<file path="src/rtl/fpas_pkg.sv">
package fpas_pkg;
  typedef enum logic {
    OP_ADD = 1'b0,
    OP_SUB = 1'b1
  } fpas_op_e;

  localparam int DEF_EXP_W  = 8;
  localparam int DEF_FRAC_W = 23;
endpackage

</file>
<file path="src/rtl/fpas_shift.sv">
// Logarithmic barrel shifter; LEFT selects the direction.
module fpas_shift #(
  parameter int W    = 24,
  parameter int SHW  = 5,
  parameter bit LEFT = 1'b0
) (
  input  logic [W-1:0]   din,
  input  logic [SHW-1:0] amt,
  output logic [W-1:0]   dout
);
  logic [W-1:0] stage [SHW+1];

  assign stage[0] = din;

  for (genvar k = 0; k < SHW; k++) begin : g_stage
    if (LEFT) begin : g_left
      assign stage[k+1] = amt[k] ? (stage[k] << (1 << k)) : stage[k];
    end else begin : g_right
      assign stage[k+1] = amt[k] ? (stage[k] >> (1 << k)) : stage[k];
    end
  end

  assign dout = stage[SHW];
endmodule

</file>
<file path="src/rtl/fpas_lzc.sv">
// Leading-zero counter; returns W for an all-zero input.
module fpas_lzc #(
  parameter int W  = 24,
  parameter int CW = 5
) (
  input  logic [W-1:0]  din,
  output logic [CW-1:0] count
);
  always_comb begin
    count = CW'(W);
    for (int i = 0; i < W; i++) begin
      if (din[i]) count = CW'(W - 1 - i);
    end
  end
endmodule

</file>
<file path="src/rtl/fpas_unpack.sv">
// Splits a word into sign, effective exponent, mantissa with hidden bit.
module fpas_unpack #(
  parameter int EXP_W  = 8,
  parameter int FRAC_W = 23
) (
  input  logic [EXP_W+FRAC_W:0]       word,
  output logic                        sign,
  output logic signed [EXP_W+1:0]     eff_exp,
  output logic [FRAC_W:0]             mant,
  output logic                        is_max
);
  localparam int WORD_W = 1 + EXP_W + FRAC_W;
  localparam int XW     = EXP_W + 2;
  localparam int EMIN   = -(1 << (EXP_W - 1));

  logic [EXP_W-1:0] efield;
  logic             is_min;

  assign sign   = word[WORD_W-1];
  assign efield = word[WORD_W-2 -: EXP_W];
  assign is_min = (efield == {1'b1, {(EXP_W-1){1'b0}}});
  assign is_max = (efield == {1'b0, {(EXP_W-1){1'b1}}});

  assign eff_exp = is_min ? XW'(EMIN + 1) : {{2{efield[EXP_W-1]}}, efield};
  assign mant    = {~is_min, word[FRAC_W-1:0]};
endmodule

</file>
<file path="src/rtl/fpas_align.sv">
// Orders operands by magnitude and right-aligns the smaller mantissa.
module fpas_align #(
  parameter int EXP_W  = 8,
  parameter int FRAC_W = 23
) (
  input  logic                    sign_a,
  input  logic signed [EXP_W+1:0] exp_a,
  input  logic [FRAC_W:0]         mant_a,
  input  logic                    sign_b,
  input  logic signed [EXP_W+1:0] exp_b,
  input  logic [FRAC_W:0]         mant_b,
  output logic                    big_sign,
  output logic signed [EXP_W+1:0] big_exp,
  output logic [FRAC_W:0]         big_mant,
  output logic [FRAC_W:0]         small_al,
  output logic                    eff_sub
);
  localparam int XW     = EXP_W + 2;
  localparam int MANT_W = FRAC_W + 1;
  localparam int SHW    = $clog2(MANT_W + 1);

  logic                 a_big;
  logic signed [XW-1:0] small_exp;
  logic signed [XW-1:0] dexp;
  logic [MANT_W-1:0]    small_mant;
  logic [MANT_W-1:0]    shifted;
  logic                 far;

  assign a_big = (exp_a > exp_b) || ((exp_a == exp_b) && (mant_a >= mant_b));

  assign big_sign   = a_big ? sign_a : sign_b;
  assign big_exp    = a_big ? exp_a  : exp_b;
  assign big_mant   = a_big ? mant_a : mant_b;
  assign small_exp  = a_big ? exp_b  : exp_a;
  assign small_mant = a_big ? mant_b : mant_a;
  assign eff_sub    = sign_a ^ sign_b;

  assign dexp = big_exp - small_exp;
  assign far  = ($unsigned(dexp) >= XW'(MANT_W));

  fpas_shift #(.W(MANT_W), .SHW(SHW), .LEFT(1'b0)) u_rsh (
    .din  (small_mant),
    .amt  (dexp[SHW-1:0]),
    .dout (shifted)
  );

  assign small_al = far ? '0 : shifted;
endmodule

</file>
<file path="src/rtl/fpas_norm.sv">
// Signed mantissa add, carry renormalization, clamped left normalization, pack.
module fpas_norm #(
  parameter int EXP_W  = 8,
  parameter int FRAC_W = 23
) (
  input  logic                    big_sign,
  input  logic signed [EXP_W+1:0] big_exp,
  input  logic [FRAC_W:0]         big_mant,
  input  logic [FRAC_W:0]         small_al,
  input  logic                    eff_sub,
  output logic [EXP_W+FRAC_W:0]   word,
  output logic                    ovf
);
  localparam int XW     = EXP_W + 2;
  localparam int MANT_W = FRAC_W + 1;
  localparam int SHW    = $clog2(MANT_W + 1);
  localparam int EMIN   = -(1 << (EXP_W - 1));
  localparam int EMAX   = (1 << (EXP_W - 1)) - 1;
  localparam logic [EXP_W-1:0] MIN_CODE = {1'b1, {(EXP_W-1){1'b0}}};

  logic [MANT_W:0]      addend;
  logic [MANT_W:0]      sum;
  logic                 carry;
  logic [SHW-1:0]       lz;
  logic signed [XW-1:0] room;
  logic [SHW-1:0]       sh;
  logic [MANT_W-1:0]    nmant;
  logic signed [XW-1:0] exp_up;
  logic signed [XW-1:0] exp_dn;

  // Negate the smaller mantissa for an effective subtraction.
  assign addend = eff_sub ? (~{1'b0, small_al} + 1'b1) : {1'b0, small_al};
  assign sum    = {1'b0, big_mant} + addend;
  assign carry  = sum[MANT_W];

  fpas_lzc #(.W(MANT_W), .CW(SHW)) u_lzc (
    .din   (sum[MANT_W-1:0]),
    .count (lz)
  );

  // Headroom above the exponent floor limits the normalizing shift.
  assign room = big_exp - XW'(EMIN + 1);
  assign sh   = ($unsigned(room) < XW'(lz)) ? room[SHW-1:0] : lz;

  fpas_shift #(.W(MANT_W), .SHW(SHW), .LEFT(1'b1)) u_lsh (
    .din  (sum[MANT_W-1:0]),
    .amt  (sh),
    .dout (nmant)
  );

  assign exp_up = big_exp + XW'(1);
  assign exp_dn = big_exp - {{(XW-SHW){1'b0}}, sh};
  assign ovf    = carry && (exp_up == XW'(EMAX));

  always_comb begin
    if (carry) begin
      word = {big_sign, exp_up[EXP_W-1:0], sum[FRAC_W:1]};
    end else if (sum == '0) begin
      word = {1'b0, MIN_CODE, {FRAC_W{1'b0}}};
    end else if (nmant[MANT_W-1]) begin
      word = {big_sign, exp_dn[EXP_W-1:0], nmant[FRAC_W-1:0]};
    end else begin
      word = {big_sign, MIN_CODE, nmant[FRAC_W-1:0]};
    end
  end
endmodule

</file>
<file path="src/rtl/fp_addsub_tc.sv">
module fp_addsub_tc
  import fpas_pkg::*;
#(
  parameter int EXP_W  = DEF_EXP_W,
  parameter int FRAC_W = DEF_FRAC_W
) (
  input  logic                      clk,
  input  logic                      rst,
  input  logic [EXP_W+FRAC_W:0]     op_a,
  input  logic [EXP_W+FRAC_W:0]     op_b,
  input  logic                      sub_sel,
  output logic [EXP_W+FRAC_W:0]     result,
  output logic                      special
);
  localparam int WORD_W = 1 + EXP_W + FRAC_W;
  localparam int XW     = EXP_W + 2;
  localparam logic [WORD_W-1:0] ZERO_WORD =
    {1'b0, 1'b1, {(EXP_W-1){1'b0}}, {FRAC_W{1'b0}}};
  localparam logic [WORD_W-1:0] SPEC_WORD =
    {1'b0, 1'b0, {(EXP_W-1){1'b1}}, {FRAC_W{1'b0}}};

  fpas_op_e             op;
  logic                 sa, sb_raw, sb;
  logic signed [XW-1:0] ea, eb;
  logic [FRAC_W:0]      ma, mb;
  logic                 max_a, max_b;
  logic                 big_sign, eff_sub, ovf;
  logic signed [XW-1:0] big_exp;
  logic [FRAC_W:0]      big_mant, small_al;
  logic [WORD_W-1:0]    sum_word;
  logic [WORD_W-1:0]    nxt_word;
  logic                 nxt_spec;

  assign op = fpas_op_e'(sub_sel);

  fpas_unpack #(.EXP_W(EXP_W), .FRAC_W(FRAC_W)) u_unp_a (
    .word (op_a), .sign (sa), .eff_exp (ea), .mant (ma), .is_max (max_a)
  );

  fpas_unpack #(.EXP_W(EXP_W), .FRAC_W(FRAC_W)) u_unp_b (
    .word (op_b), .sign (sb_raw), .eff_exp (eb), .mant (mb), .is_max (max_b)
  );

  assign sb = sb_raw ^ (op == OP_SUB);

  fpas_align #(.EXP_W(EXP_W), .FRAC_W(FRAC_W)) u_align (
    .sign_a   (sa),
    .exp_a    (ea),
    .mant_a   (ma),
    .sign_b   (sb),
    .exp_b    (eb),
    .mant_b   (mb),
    .big_sign (big_sign),
    .big_exp  (big_exp),
    .big_mant (big_mant),
    .small_al (small_al),
    .eff_sub  (eff_sub)
  );

  fpas_norm #(.EXP_W(EXP_W), .FRAC_W(FRAC_W)) u_norm (
    .big_sign (big_sign),
    .big_exp  (big_exp),
    .big_mant (big_mant),
    .small_al (small_al),
    .eff_sub  (eff_sub),
    .word     (sum_word),
    .ovf      (ovf)
  );

  assign nxt_spec = max_a | max_b | ovf;
  assign nxt_word = nxt_spec ? SPEC_WORD : sum_word;

  always_ff @(posedge clk) begin
    if (rst) begin
      result  <= ZERO_WORD;
      special <= 1'b0;
    end else begin
      result  <= nxt_word;
      special <= nxt_spec;
    end
  end
endmodule

</file>
<file path="config.mk">
export PLATFORM = sky130hd
export DESIGN_NAME = fp_addsub_tc
export DESIGN_NICKNAME = d
export VERILOG_FILES = /design/src/rtl/fpas_pkg.sv /design/src/rtl/fpas_shift.sv /design/src/rtl/fpas_lzc.sv /design/src/rtl/fpas_unpack.sv /design/src/rtl/fpas_align.sv /design/src/rtl/fpas_norm.sv /design/src/rtl/fp_addsub_tc.sv
export SDC_FILE = /design/constraint.sdc
export NUM_CORES = 1
export LEC_CHECK = 0
export ABC_AREA = 1
export BUFFER_PORTS_ARGS = -buffer_cell sky130_fd_sc_hd__buf_2
export CAP_MARGIN = 20
export CORE_MARGIN = 1.5
export CORE_UTILIZATION = 35
export CTS_BUF_LIST = sky130_fd_sc_hd__clkbuf_16
export DETAILED_ROUTE_END_ITERATION = 8
export PLACE_DENSITY = 0.57
export SETUP_SLACK_MARGIN = 0.3
export SYNTH_ARGS = -nofsm -noshare
export SYNTH_HDL_FRONTEND = slang
export SYNTH_HIERARCHICAL = 1
export SYNTH_SLANG_ARGS = --single-unit
export TNS_END_PERCENT = 10
</file>
<file path="constraint.sdc">
create_clock -name clk -period 10.16 [get_ports clk]
set_input_delay 0 -clock clk [delete_from_list [all_inputs] [get_ports clk]]
set_output_delay 0 -clock clk [all_outputs]
set_load 0.03 [all_outputs]
</file>
==> impl_metrics.env <==
export IMPL_status="completed"
export IMPL_power_mw=3.61
export IMPL_worst_setup_path_start_kind="primary input"
export IMPL_synth_seq_cells=33
export IMPL_slew_violations=0
export IMPL_max_freq_mhz=113
export IMPL_period_minus_slack_ns=8.87
export IMPL_cts_tree="built"
export IMPL_antenna_left=0
export IMPL_synth_xor_area_share_pct=3.36
export IMPL_synth_edf_count=0
export IMPL_dr_first_iter_drc_count=801
export IMPL_synth_async_reset_ratio_pct=0
export IMPL_synthCells=2017
export IMPL_synth_simple_area_share_pct=53.7
export IMPL_ys_top_cells_by_area="nand2_1, nand3_1, inv_1"
export IMPL_fin_util_pct=38.5
export IMPL_via_per_inst=4.96
export IMPL_wl_per_cell_um=13.8
export IMPL_synth_nets=2163
export IMPL_cp_required_ns=10.33
export IMPL_die_area_sq_mm=0.0316
export IMPL_maxCapViolCount=0
export IMPL_grt_start_max_net_pins=47
export IMPL_fin_area_sq_mm=0.0115
export IMPL_cp_common_cell="nand2_1"
export IMPL_synth_compound_area_share_pct=7.64
export IMPL_track_usage_pct=21.4
export IMPL_n_antenna_cell=0
export IMPL_die_w_um=178
export IMPL_crit_slowest_cell="ha_1"
export IMPL_htree_levels=2
export IMPL_cp_top_family="simple AND/OR/NAND/NOR gates"
export IMPL_final_common_cell="nand2_1"
export IMPL_final_cell_mix="nand2_1, inv_1, nand3_1"
export IMPL_drive_gt1_share_pct=15.9
export IMPL_area_growth_pct=7.54
export IMPL_yosysUniqueCellTypes=46
export IMPL_ir_worst_vdd_uv=137
export IMPL_grt_pass1_vias=11000
export IMPL_cts_made_buffers=5
export IMPL_port_buffers=99
export IMPL_row_count=63
export IMPL_io_pins=100
export IMPL_nets=2171
export IMPL_clk_pin_slew_worst_paths_ns=0.05
export IMPL_via_count=12000
export IMPL_start_util_pct=35.8
export IMPL_cp_max_fo=26
export IMPL_core_area_sq_mm=0.0299
export IMPL_critPathKind="primary input to flip-flop"
export IMPL_syn_area_per_cell_sq_um=5.30
export IMPL_gp_congestion=0.941
export IMPL_hpwl_mm=28.2
export IMPL_maxSlewHeadroom_pct=52.9
export IMPL_endpoint_kind="flip-flop"
export IMPL_tightest_slew_ns=0.699
export IMPL_clock_sinks=33
export IMPL_yosys_warnings=6
export IMPL_ys_seq_area_share_pct=6.18
export IMPL_hold_violations=0
export IMPL_synth_top_family_by_area="simple AND/OR/NAND/NOR gates"
export IMPL_yosysTopAreaCell="nand2_1"
export IMPL_synth_top_area_share_pct=22.5
export IMPL_clock_path_buffers=2
export IMPL_routed_wl_mm=33.4
export IMPL_synthesis_area_sq_mm=0.0107
export IMPL_leakage_nw=6.56
export IMPL_gr_total_overflow=0
export IMPL_grt_pass1_wl_mm=55.1
export IMPL_rsz0062_at_grt="false"
export IMPL_fin_crit_sh_pct=87.3
export IMPL_synth_fa_ha_area_share_pct=9.39
export IMPL_hold_class="primary input to flip-flop"
export IMPL_drc=0
export IMPL_dr_pass1_iters=7
export IMPL_setup_viol=0
export IMPL_cpPeakStageDelay_ns=0.37
export IMPL_antenna_found_initial=0
export IMPL_die_h_um=178
export IMPL_placed_area_sq_mm=0.0110
export IMPL_synth_area_mux_share_pct=0
export IMPL_ys_flop_type="dfxtp_1"
export IMPL_cts_root_buf="clkbuf_16"
export IMPL_power_density_mw_per_mm2=314
export IMPL_critPathArrivalTime_ns=9.04
export IMPL_crit_buf_inv=13
## final timing paths
path	from	to	slack [ns]	cells after the start
setup / recovery	op_a[24]	result[30]	1.29	73
hold / removal	op_a[31]	result[31]	0.25	7
## metal layers
| layer | wire length [um] | GRT usage [%] | vias to the layer above |
|---|---|---|---|
| met5 | 0 | 0 | - |
| met4 | 479 | 3.78 | 0 |
| met3 | 1580 | 0.878 | 20 |
| met2 | 15600 | 37.8 | 301 |
| met1 | 15700 | 29.0 | 5369 |
| li1 | - | - | 6302 |
## power breakdown
part	total [mW]	switching (mW)	internal, mW
combinational	3.27	2.12	1.15
clock	0.140	0.0515	0.0887
sequential	0.193	0.00847	0.185
## synth_stat cells (23+ instances only)
cell	instances
a21oi_1	43
buf_4	58
clkbuf_1	43
dfxtp_1	33
ha_1	77
inv_1	305
nand2_1	640
nand2_2	27
nand3_1	304
nand4_1	25
nor2_1	123
nor2_2	25
nor2_4	23
o21ai_0	71
or2_2	25
xor2_1	34
## metrics by stage
stage	hold slack, ns	setup WS [ns]	cells	setup TNS (ns)
after floorplan	0.150	1.84	2017	0
after global placement	0.279	-0.0286	2396	-0.0286
after detailed placement	0.278	-0.229	2396	-0.229
after CTS	0.256	0.314	2405	0
after global routing	0.285	0.286	2416	0
final	0.253	1.29	2416	0
## final cells by class
class	count	area, sq um
fill	3466	18400
multi-input combinational	1525	8140
inverter	325	1250
timing repair buffer	134	806
sequential	33	661
tap	390	488
clock buffer	5	125
clock inverter	3	13.8
timing repair inverter	1	5.00
## repair_timing
| item | in CTS | in global routing |
|---|---|---|
| buffers inserted | 0 | 9 |
| pin swaps | 0 | 11 |
| gates resized for setup | 3 | 71 |
| setup endpoints to repair | 1 | 31 |
| hold endpoints to repair | 1 | 0 |
| hold buffers | 1 | 0 |
| gates cloned | 0 | 2 |
## flip-flops by register name, indices dropped and copies added (netlist names)
register  cells
special       1
result       32
## kinds of logic after synthesis
logic type / count (synthesis)
AOI/OAI and AO/OA: 150
xor gates and xnor gates: 41
adders and majority gates: 79
buffers and inverters: 460
DFF: 33
and+or+nand+nor: 1254
Power figures use the tool's default switching activity.
